<file path="config.mk">
export PLATFORM = sky130hd
export DESIGN_NAME = xbus_ctrl
export DESIGN_NICKNAME = d
export VERILOG_FILES = /design/src/rtl/xbus_pkg.sv /design/src/rtl/xbus_sector_sel.sv /design/src/rtl/xbus_seq.sv /design/src/rtl/xbus_keeper.sv /design/src/rtl/xbus_ctrl.sv
export SDC_FILE = /design/constraint.sdc
export NUM_CORES = 1
export LEC_CHECK = 0
export CORE_ASPECT_RATIO = 1.25
export CORE_MARGIN = 2
export CORE_UTILIZATION = 43
export CTS_BUF_LIST = sky130_fd_sc_hd__clkbuf_8
export DETAILED_ROUTE_END_ITERATION = 12
export GPL_TIMING_DRIVEN = 0
export PLACE_DENSITY = 0.76
export SLEW_MARGIN = 20
export SYNTH_ARGS = -nofsm -noshare
export SYNTH_HDL_FRONTEND = slang
export SYNTH_SLANG_ARGS = --single-unit
export TNS_END_PERCENT = 50
</file>
<file path="constraint.sdc">
create_clock -name clk -period 1.6 [get_ports clk]
set_input_delay 0.4 -clock clk [delete_from_list [all_inputs] [get_ports clk]]
set_output_delay 0.4 -clock clk [all_outputs]
set_load 0.005 [all_outputs]
</file>
<file path="src/rtl/xbus_pkg.sv">
`timescale 1ns/1ps
package xbus_pkg;

    typedef logic [1:0] ws_code_t;

    typedef enum logic [2:0] {
        PH_IDLE,
        PH_ADDR,
        PH_HOLD,
        PH_GAP,
        PH_STRB,
        PH_TAIL
    } phase_t;

    typedef struct packed {
        logic [1:0] strb_extra;  // added strobe cycles
        logic       gap;         // extra cycle after address phase
    } ws_plan_t;

    function automatic ws_plan_t ws_decode(input ws_code_t code);
        ws_plan_t p;
        case (code)
            2'd0:    p = '{strb_extra: 2'd0, gap: 1'b0};
            2'd1:    p = '{strb_extra: 2'd1, gap: 1'b0};
            2'd2:    p = '{strb_extra: 2'd2, gap: 1'b0};
            default: p = '{strb_extra: 2'd2, gap: 1'b1};
        endcase
        return p;
    endfunction

endpackage

</file>
<file path="src/rtl/xbus_sector_sel.sv">
`timescale 1ns/1ps
module xbus_sector_sel
    import xbus_pkg::*;
#(
    parameter int SB = 3
) (
    input  logic [SB-1:0] top_bits,
    input  logic [SB-1:0] bound,
    input  ws_code_t      ws_lo,
    input  ws_code_t      ws_hi,
    output ws_code_t      ws_sel
);
    // below the boundary: lower sector; zero boundary never matches
    always_comb begin
        ws_sel = (top_bits < bound) ? ws_lo : ws_hi;
    end
endmodule

</file>
<file path="src/rtl/xbus_seq.sv">
`timescale 1ns/1ps
module xbus_seq
    import xbus_pkg::*;
#(
    parameter int AW = 16,
    parameter int DW = 8,
    localparam int HW = AW - DW
) (
    input  logic          clk,
    input  logic          rst,
    input  logic          req_valid,
    input  logic          req_we,
    input  logic [AW-1:0] req_addr,
    input  logic [DW-1:0] req_wdata,
    input  ws_code_t      ws_code,
    input  logic [DW-1:0] ad_i,
    output logic          ale,
    output logic          rd_n,
    output logic          wr_n,
    output logic          drv_en,
    output logic [DW-1:0] drv_val,
    output logic [HW-1:0] ah,
    output logic          ready,
    output logic [DW-1:0] rdata
);
    phase_t        phase;
    ws_plan_t      plan_q;
    logic [1:0]    cnt;
    logic          we_q;
    logic [AW-1:0] addr_q;
    logic [DW-1:0] wd_q;

    always_ff @(posedge clk) begin
        if (rst) begin
            phase  <= PH_IDLE;
            plan_q <= '0;
            cnt    <= '0;
            we_q   <= 1'b0;
            addr_q <= '0;
            wd_q   <= '0;
            rdata  <= '0;
        end else begin
            case (phase)
                PH_IDLE: if (req_valid) begin
                    we_q   <= req_we;
                    addr_q <= req_addr;
                    wd_q   <= req_wdata;
                    plan_q <= ws_decode(ws_code);
                    phase  <= PH_ADDR;
                end
                PH_ADDR: phase <= PH_HOLD;
                PH_HOLD: begin
                    cnt   <= plan_q.strb_extra;
                    phase <= plan_q.gap ? PH_GAP : PH_STRB;
                end
                PH_GAP:  phase <= PH_STRB;
                PH_STRB: begin
                    if (cnt == 2'd0) begin
                        phase <= PH_TAIL;
                        if (!we_q) rdata <= ad_i;  // sample at strobe rise
                    end else begin
                        cnt <= cnt - 2'd1;
                    end
                end
                PH_TAIL: phase <= PH_IDLE;
                default: phase <= PH_IDLE;
            endcase
        end
    end

    logic addr_phase, data_phase;
    always_comb begin
        addr_phase = (phase == PH_ADDR) || (phase == PH_HOLD);
        data_phase = we_q && ((phase == PH_GAP) || (phase == PH_STRB) || (phase == PH_TAIL));
        ale     = (phase == PH_ADDR);
        rd_n    = !((phase == PH_STRB) && !we_q);
        wr_n    = !((phase == PH_STRB) && we_q);
        drv_en  = addr_phase || data_phase;
        drv_val = addr_phase ? addr_q[DW-1:0] : wd_q;
        ah      = addr_q[AW-1:DW];
        ready   = (phase == PH_TAIL);
    end
endmodule

</file>
<file path="src/rtl/xbus_keeper.sv">
`timescale 1ns/1ps
module xbus_keeper #(
    parameter int DW = 8
) (
    input  logic          clk,
    input  logic          rst,
    input  logic          keep_en,
    input  logic          drv_en,
    input  logic [DW-1:0] drv_val,
    output logic [DW-1:0] ad_o,
    output logic          ad_oe,
    output logic          ad_hold
);
    logic [DW-1:0] last_q;

    always_ff @(posedge clk) begin
        if (rst)         last_q <= '0;
        else if (drv_en) last_q <= drv_val;
    end

    always_comb begin
        ad_oe   = drv_en;
        ad_o    = drv_en ? drv_val : last_q;
        ad_hold = keep_en && !drv_en;
    end
endmodule

</file>
<file path="src/rtl/xbus_ctrl.sv">
`timescale 1ns/1ps
module xbus_ctrl
    import xbus_pkg::*;
#(
    parameter int AW = 16,
    parameter int DW = 8,
    parameter int SB = 3,
    localparam int HW = AW - DW
) (
    input  logic          clk,
    input  logic          rst,
    input  logic          req_valid,
    input  logic          req_we,
    input  logic [AW-1:0] req_addr,
    input  logic [DW-1:0] req_wdata,
    output logic          req_ready,
    output logic [DW-1:0] req_rdata,
    input  logic [SB-1:0] cfg_bound,
    input  logic [1:0]    cfg_ws_lo,
    input  logic [1:0]    cfg_ws_hi,
    input  logic          cfg_keep_en,
    input  logic [DW-1:0] bus_ad_i,
    output logic [DW-1:0] bus_ad_o,
    output logic          bus_ad_oe,
    output logic          bus_ad_hold,
    output logic [HW-1:0] bus_ah,
    output logic          bus_ale,
    output logic          bus_rd_n,
    output logic          bus_wr_n
);
    ws_code_t      ws_sel;
    logic          drv_en;
    logic [DW-1:0] drv_val;

    xbus_sector_sel #(.SB(SB)) u_sect (
        .top_bits (req_addr[AW-1 -: SB]),
        .bound    (cfg_bound),
        .ws_lo    (cfg_ws_lo),
        .ws_hi    (cfg_ws_hi),
        .ws_sel   (ws_sel)
    );

    xbus_seq #(.AW(AW), .DW(DW)) u_seq (
        .clk       (clk),
        .rst       (rst),
        .req_valid (req_valid),
        .req_we    (req_we),
        .req_addr  (req_addr),
        .req_wdata (req_wdata),
        .ws_code   (ws_sel),
        .ad_i      (bus_ad_i),
        .ale       (bus_ale),
        .rd_n      (bus_rd_n),
        .wr_n      (bus_wr_n),
        .drv_en    (drv_en),
        .drv_val   (drv_val),
        .ah        (bus_ah),
        .ready     (req_ready),
        .rdata     (req_rdata)
    );

    xbus_keeper #(.DW(DW)) u_keep (
        .clk     (clk),
        .rst     (rst),
        .keep_en (cfg_keep_en),
        .drv_en  (drv_en),
        .drv_val (drv_val),
        .ad_o    (bus_ad_o),
        .ad_oe   (bus_ad_oe),
        .ad_hold (bus_ad_hold)
    );
endmodule

</file>
-- After elaboration in Yosys (flattened, before gate mapping)
Cells that the tools add are included.
- $add $sub $neg: 1
- $lt $le $gt $ge: 1
- eq/ne operators: 10
- muxes and demuxes: 10
- bitwise operators: 1
- reduce and logical (&&, ||, !) cells: 20
- operator list (kind ; number):
    $mux W8 ; 2
    $pmux W3 S5 ; 1
    $mux W3 ; 3
    $pmux W3 S3 ; 1
    $eq A3 B2 Y1 const B ; 2
    $eq A3 B3 Y1 const B ; 2
    $reduce_and A2 Y1 ; 3
    $logic_and A1 B1 Y1 ; 4
    $logic_not A1 Y1 ; 4
    $logic_not A2 Y1 ; 2
    $logic_or A1 B1 Y1 ; 4
    $mux W2 ; 2
    $ne A2 B2 Y1 const B ; 2
    $pmux W2 S2 ; 1
    $eq A3 B1 Y1 const B ; 1
    $logic_not A3 Y1 ; 1
    $lt A3 B3 Y1 ; 1
    $reduce_and A3 Y1 ; 1
    $eq A2 B1 Y1 const B ; 1
    $eq A2 B2 Y1 const B ; 1
    $ne A2 B1 Y1 const B ; 1
    $reduce_bool A2 Y1 ; 1
    $sub A2 B1 Y2 const B ; 1
    $not A1 Y1 ; 1
- register bits: 49
- input port bits: 44

-- Logic depth before layout (Yosys ltp)
- word-level depth: 7
- mapped depth: 7
- depth with buffers taken out: 6

-- By module
From an unflattened synthesis, not the netlist that was laid out.
- cell total of the unflattened synthesis: 259
- area total of the unflattened synthesis: 2306.0 um^2
- by module, submodules not included (module ; times used ; cells an instance ; area an instance (um^2) ; sequential area each (um^2)):
    xbus_seq ; 1 ; 222 ; 1860.5 ; 820.8
    xbus_keeper ; 1 ; 27 ; 355.3 ; 160.2
    xbus_sector_sel ; 1 ; 10 ; 90.1 ; 0.0

-- Worst setup path after synthesis
Ideal clock, no wire load.
- kind: in2reg
- start: input cfg_bound[2]
- end: register u_seq.plan_q[0] (netlist bit)
- setup time: 0.116 ns
- arrival: 1.567 ns
- data required time: 1.484 ns
- slack: -0.083 ns
- cell stages on the path: 6
- path buffers: 0
- cells stage by stage: inv_1 ha_1 a21oi_1 o21a_1 mux2_2 o211a_1
- cells in the longest elaborated chain, start to end: 4
- ends and longest elaborated chain (what ; RTL line ; RTL):
    from (decl) ; xbus_ctrl.sv:18 ; input logic [SB-1:0] cfg_bound,
    $lt A3 B3 Y1 (*) ; xbus_sector_sel.sv:15 ; ws_sel = (top_bits < bound) ? ws_lo : ws_hi;
    $mux W2 (*) ; xbus_sector_sel.sv:15 ;
    $eq A2 B2 Y1, or another cell as far along ; xbus_pkg.sv:22 ; case (code)
    $pmux W3 S3 (*) ; xbus_pkg.sv:22 ;
    to (signal assigned) ; xbus_seq.sv:48 ; plan_q <= ws_decode(ws_code);
    to (decl) ; xbus_seq.sv:27 ; ws_plan_t plan_q;
Mark *: on every way between the ends. The rest lies on a longest branch, timed or not.
A chain may end at the register's enable or synchronous reset.

-- Worst setup path in the final report
- start: register u_seq.phase[1]
- end: output bus_ad_o[5]
- cells in the longest elaborated chain, start to end: 6
- ends and longest elaborated chain (what ; RTL line ; RTL):
    from (decl) ; xbus_seq.sv:26 ; phase_t phase;
    from (signal assigned) ; xbus_seq.sv:54 ; phase <= plan_q.gap ? PH_GAP : PH_STRB;
    $eq A3 B2 Y1 / $eq A3 B3 Y1 (equally long branches) ; xbus_seq.sv:74 ; data_phase = we_q && ((phase == PH_GAP) || (phase == PH_STRB) || (phase == PH_TAIL));
    $logic_or A1 B1 Y1 (2 in a row) ; xbus_seq.sv:74 ;
    $logic_and A1 B1 Y1 ; xbus_seq.sv:74 ;
    $logic_or A1 B1 Y1 ; xbus_seq.sv:78 ; drv_en = addr_phase || data_phase;
    $mux W8 (*) ; n/a ;
    to (decl) ; xbus_ctrl.sv:23 ; output logic [DW-1:0] bus_ad_o,
Marked as above.

==> results_dict.tcl <==
set metrics [dict create \
    finalSetupViolCount 39 \
    max_stage_delay_ns 0.35 \
    drc 0 \
    cts_tree "done" \
    overflow 0 \
    dp_hpwl_mm 3.75 \
    die-width_um 69.0 \
    violations "negative setup slack" \
    ys_top_cells_by_area "dfxtp_1 (43%), a21oi_1 (9.7%), nand2_1 (9.4%), mux2i_1 (8.4%), buf_4 (3.6%)" \
    routed_wl_mm 6.48 \
    numClockSinks 49 \
    slew_headroom_pct 60.0 \
    rsz0062_at_grt "yes" \
    root_buffer "clkbuf_8" \
    maxCapViolCount 0 \
    drive_gt1_share_pct 39.9 \
    hold_violations 0 \
    fmax_mhz 474 \
    leakage_uw 0.00157 \
    synth_area_um2 2270 \
    grt_pass1_vias 2127 \
    nNetsFinal 422 \
    layout_common_cells "nand2_1 (53), clkdlybuf4s50_1 (44), buf_4 (41)" \
    rows 29 \
    diodes 0 \
    syn2layout_area_growth_pct 65.2 \
    clk_pin_slew_ns 0.09 \
    pre_cts_ws_ns -0.652 \
    cts.htree.levels 2 \
    final_common_cell "nand2_1" \
    ant_nets 0 \
    ios 74 \
    end_kind "output pin" \
    power_density_nw_per_um2 850 \
    antenna_found_initial 0 \
    vias 2218 \
    final_area_um2 3750 \
    required_ns 1.20 \
    core_um2 5080 \
    synthCells 260 \
    first_iter_violations 57 \
    cts_buffers 5 \
    worstHoldPathCells 3 \
    yosysWarnings 0 \
    crit_fanout 5 \
    first_pass_iters 4 \
    grt_pass1_wl_mm 9.85 \
    ys_seq_area_share_pct 43.2 \
    globalplace.congestion 0.807 \
    worstSetupStartpointType "flip-flop" \
    synth_cell_type_count 38 \
    timing.hold.worst.class "input pin to flip-flop" \
    setup_ws_ns -0.510 \
    cp.arrival_ns 1.71 \
    syn_nets 307 \
    routedWlPerCell_um 14.8 \
    dpl_cell_area_um2 3090 \
    viasPerCell 5.06 \
    grt_start_max_net_pins 16 \
    insertion_delay_ns 0.30 \
    finClkSkew_ns 0.0129 \
    syn_avg_cell_area_um2 8.72 \
    dieArea_um2 5880 \
    crit_chain "buf_8 > xnor2_4 > nor2_8 > buf_12 > mux2i_2 > a21oi_1 > buf_2" \
    worstSetupStartpoint "u_seq.phase[1]" \
    timing.final.crit_share_pct 132 \
    initial_core_util_pct 44.7 \
    portBuffers 72 \
    status "complete, but fails checks" \
    clock_path_buffers 2 \
    hold_start "req_addr[15]" \
    fin_crit_ns 2.11 \
    synth.top_cell.area_share_pct 43.2 \
    grt_usage_pct 22.4 \
    yosys.area.top_type "dfxtp_1" \
    ir_drop_mv 0.621 \
    ys_ff_latch 49 \
    die_y_um 85.2 \
    crit_slowest_cell "dfxtp_2" \
    rr_startpoint "u_seq.phase[2]" \
    critPathKind "flip-flop to output pin" \
    worst_pin_slew_ns 0.600 \
    slew_viol_final 0 \
    rr_worst_depth 10 \
    hold_buffers 0 \
]
## flip-flops by register name (all words and copies together) (netlist names)
name	count
u_seq.addr_q	16
u_keep.last_q	8
u_seq.rdata	8
u_seq.wd_q	8
u_seq.phase	3
u_seq.plan_q	3
u_seq.cnt	2
u_seq.we_q	1
## area by class of cell
class	count	area [µm²]
Buffer	25	214
Clock buffer	6	82.6
Clock inverter	2	13.8
Fill cell	386	1330
Inverter	7	26.3
Multi-Input combinational cell	179	1340
Sequential cell	49	1010
Tap cell	62	77.6
Timing Repair Buffer	108	991
## stage by stage
stage,power (µW),setup TNS (ns),instances,util [%],hold slack [ns]
5_1_grt,3330,-9.67,438,73.8,0.382
2_1_floorplan,1810,-0.145,260,-,0.436
3_5_place_dp,2150,-17.55,394,60.8,0.446
3_3_place_gp,2140,-17.05,394,60.8,0.442
4_1_cts,3070,-5.41,433,70.0,0.457
6_report,3190,-6.42,438,73.8,0.367
## synth_stat cells
library cell	number
a211oi_2	1
o22a_1	1
nor3_1	2
nor3b_4	1
nor2_8	1
nand3b_1	2
inv_1	7
nor2_1	12
buf_2	3
dfxtp_1	49
buf_6	5
nor4b_2	1
a31oi_1	1
mux2i_1	19
or4b_1	1
and2_1	1
o211a_1	2
o21ai_0	1
xnor2_2	1
o211ai_1	2
a21oi_1	44
o21a_1	2
buf_4	11
and3b_1	1
or3b_1	2
ha_1	3
clkbuf_1	6
mux2_2	1
or3b_2	1
o2111ai_1	1
nand2_1	57
nor2b_1	3
a21oi_2	1
nand3_1	1
nor3b_1	1
a211oi_1	7
nand2b_1	3
o21ai_2	2
## worst max-delay path, delay by kind of cell, from the launching register on
kind / cells / cell delay [ns]
buf+inv: 3 / 0.41
xor+xnor: 1 / 0.15
simple gates: 1 / 0.12
compound gates: 1 / 0.10
mux: 1 / 0.27
flops: 1 / 0.35
## path summary, 6_finish.rpt
kind                            slack [ns]               end
worst min-delay path                  0.37  u_seq.addr_q[15]
worst max register to register       -0.18    u_seq.rdata[0]
worst max-delay path                 -0.51       bus_ad_o[5]
worst min register to register        0.46  u_seq.addr_q[10]
## cell families (layout without fill, tap and decap cells)
kind of cell | Yosys count | after routing | share of synthesized area (%)
DFF | 49 | 49 | 43.2
adders and majority gates | 3 | 3 | 1.65
xor gates and xnor gates | 1 | 1 | 0.717
buffers and inverters | 32 | 148 | 8.94
AOI/OAI and AO/OA | 65 | 65 | 17.2
muxes | 20 | 20 | 8.88
and+or+nand+nor | 90 | 90 | 19.4
## repair_timing
item	in CTS	in global routing
buffers inserted	30	4
pin swaps	23	9
endpoints found under the setup margin	46	52
cloned	1	2
gates resized for setup	122	40
## power by group
part	total [µW]	internal, µW	switching, µW
Combinational	1040	590	449
Sequential	1380	1320	67.4
Clock	763	351	412
Total	3190	2260	929
## metal layers
layer / up-vias / track usage (%) / part of all wire, % / wire length (µm)
met5: - / 0 / 0 / 0
met4: 0 / 6.60 / 1.3 / 85
met3: 6 / 3.71 / 3.2 / 205
met2: 52 / 40.3 / 55 / 3580
met1: 1051 / 26.5 / 40 / 2600
li1: 1109 / - / - / -
(Power assumes the default switching activity.)
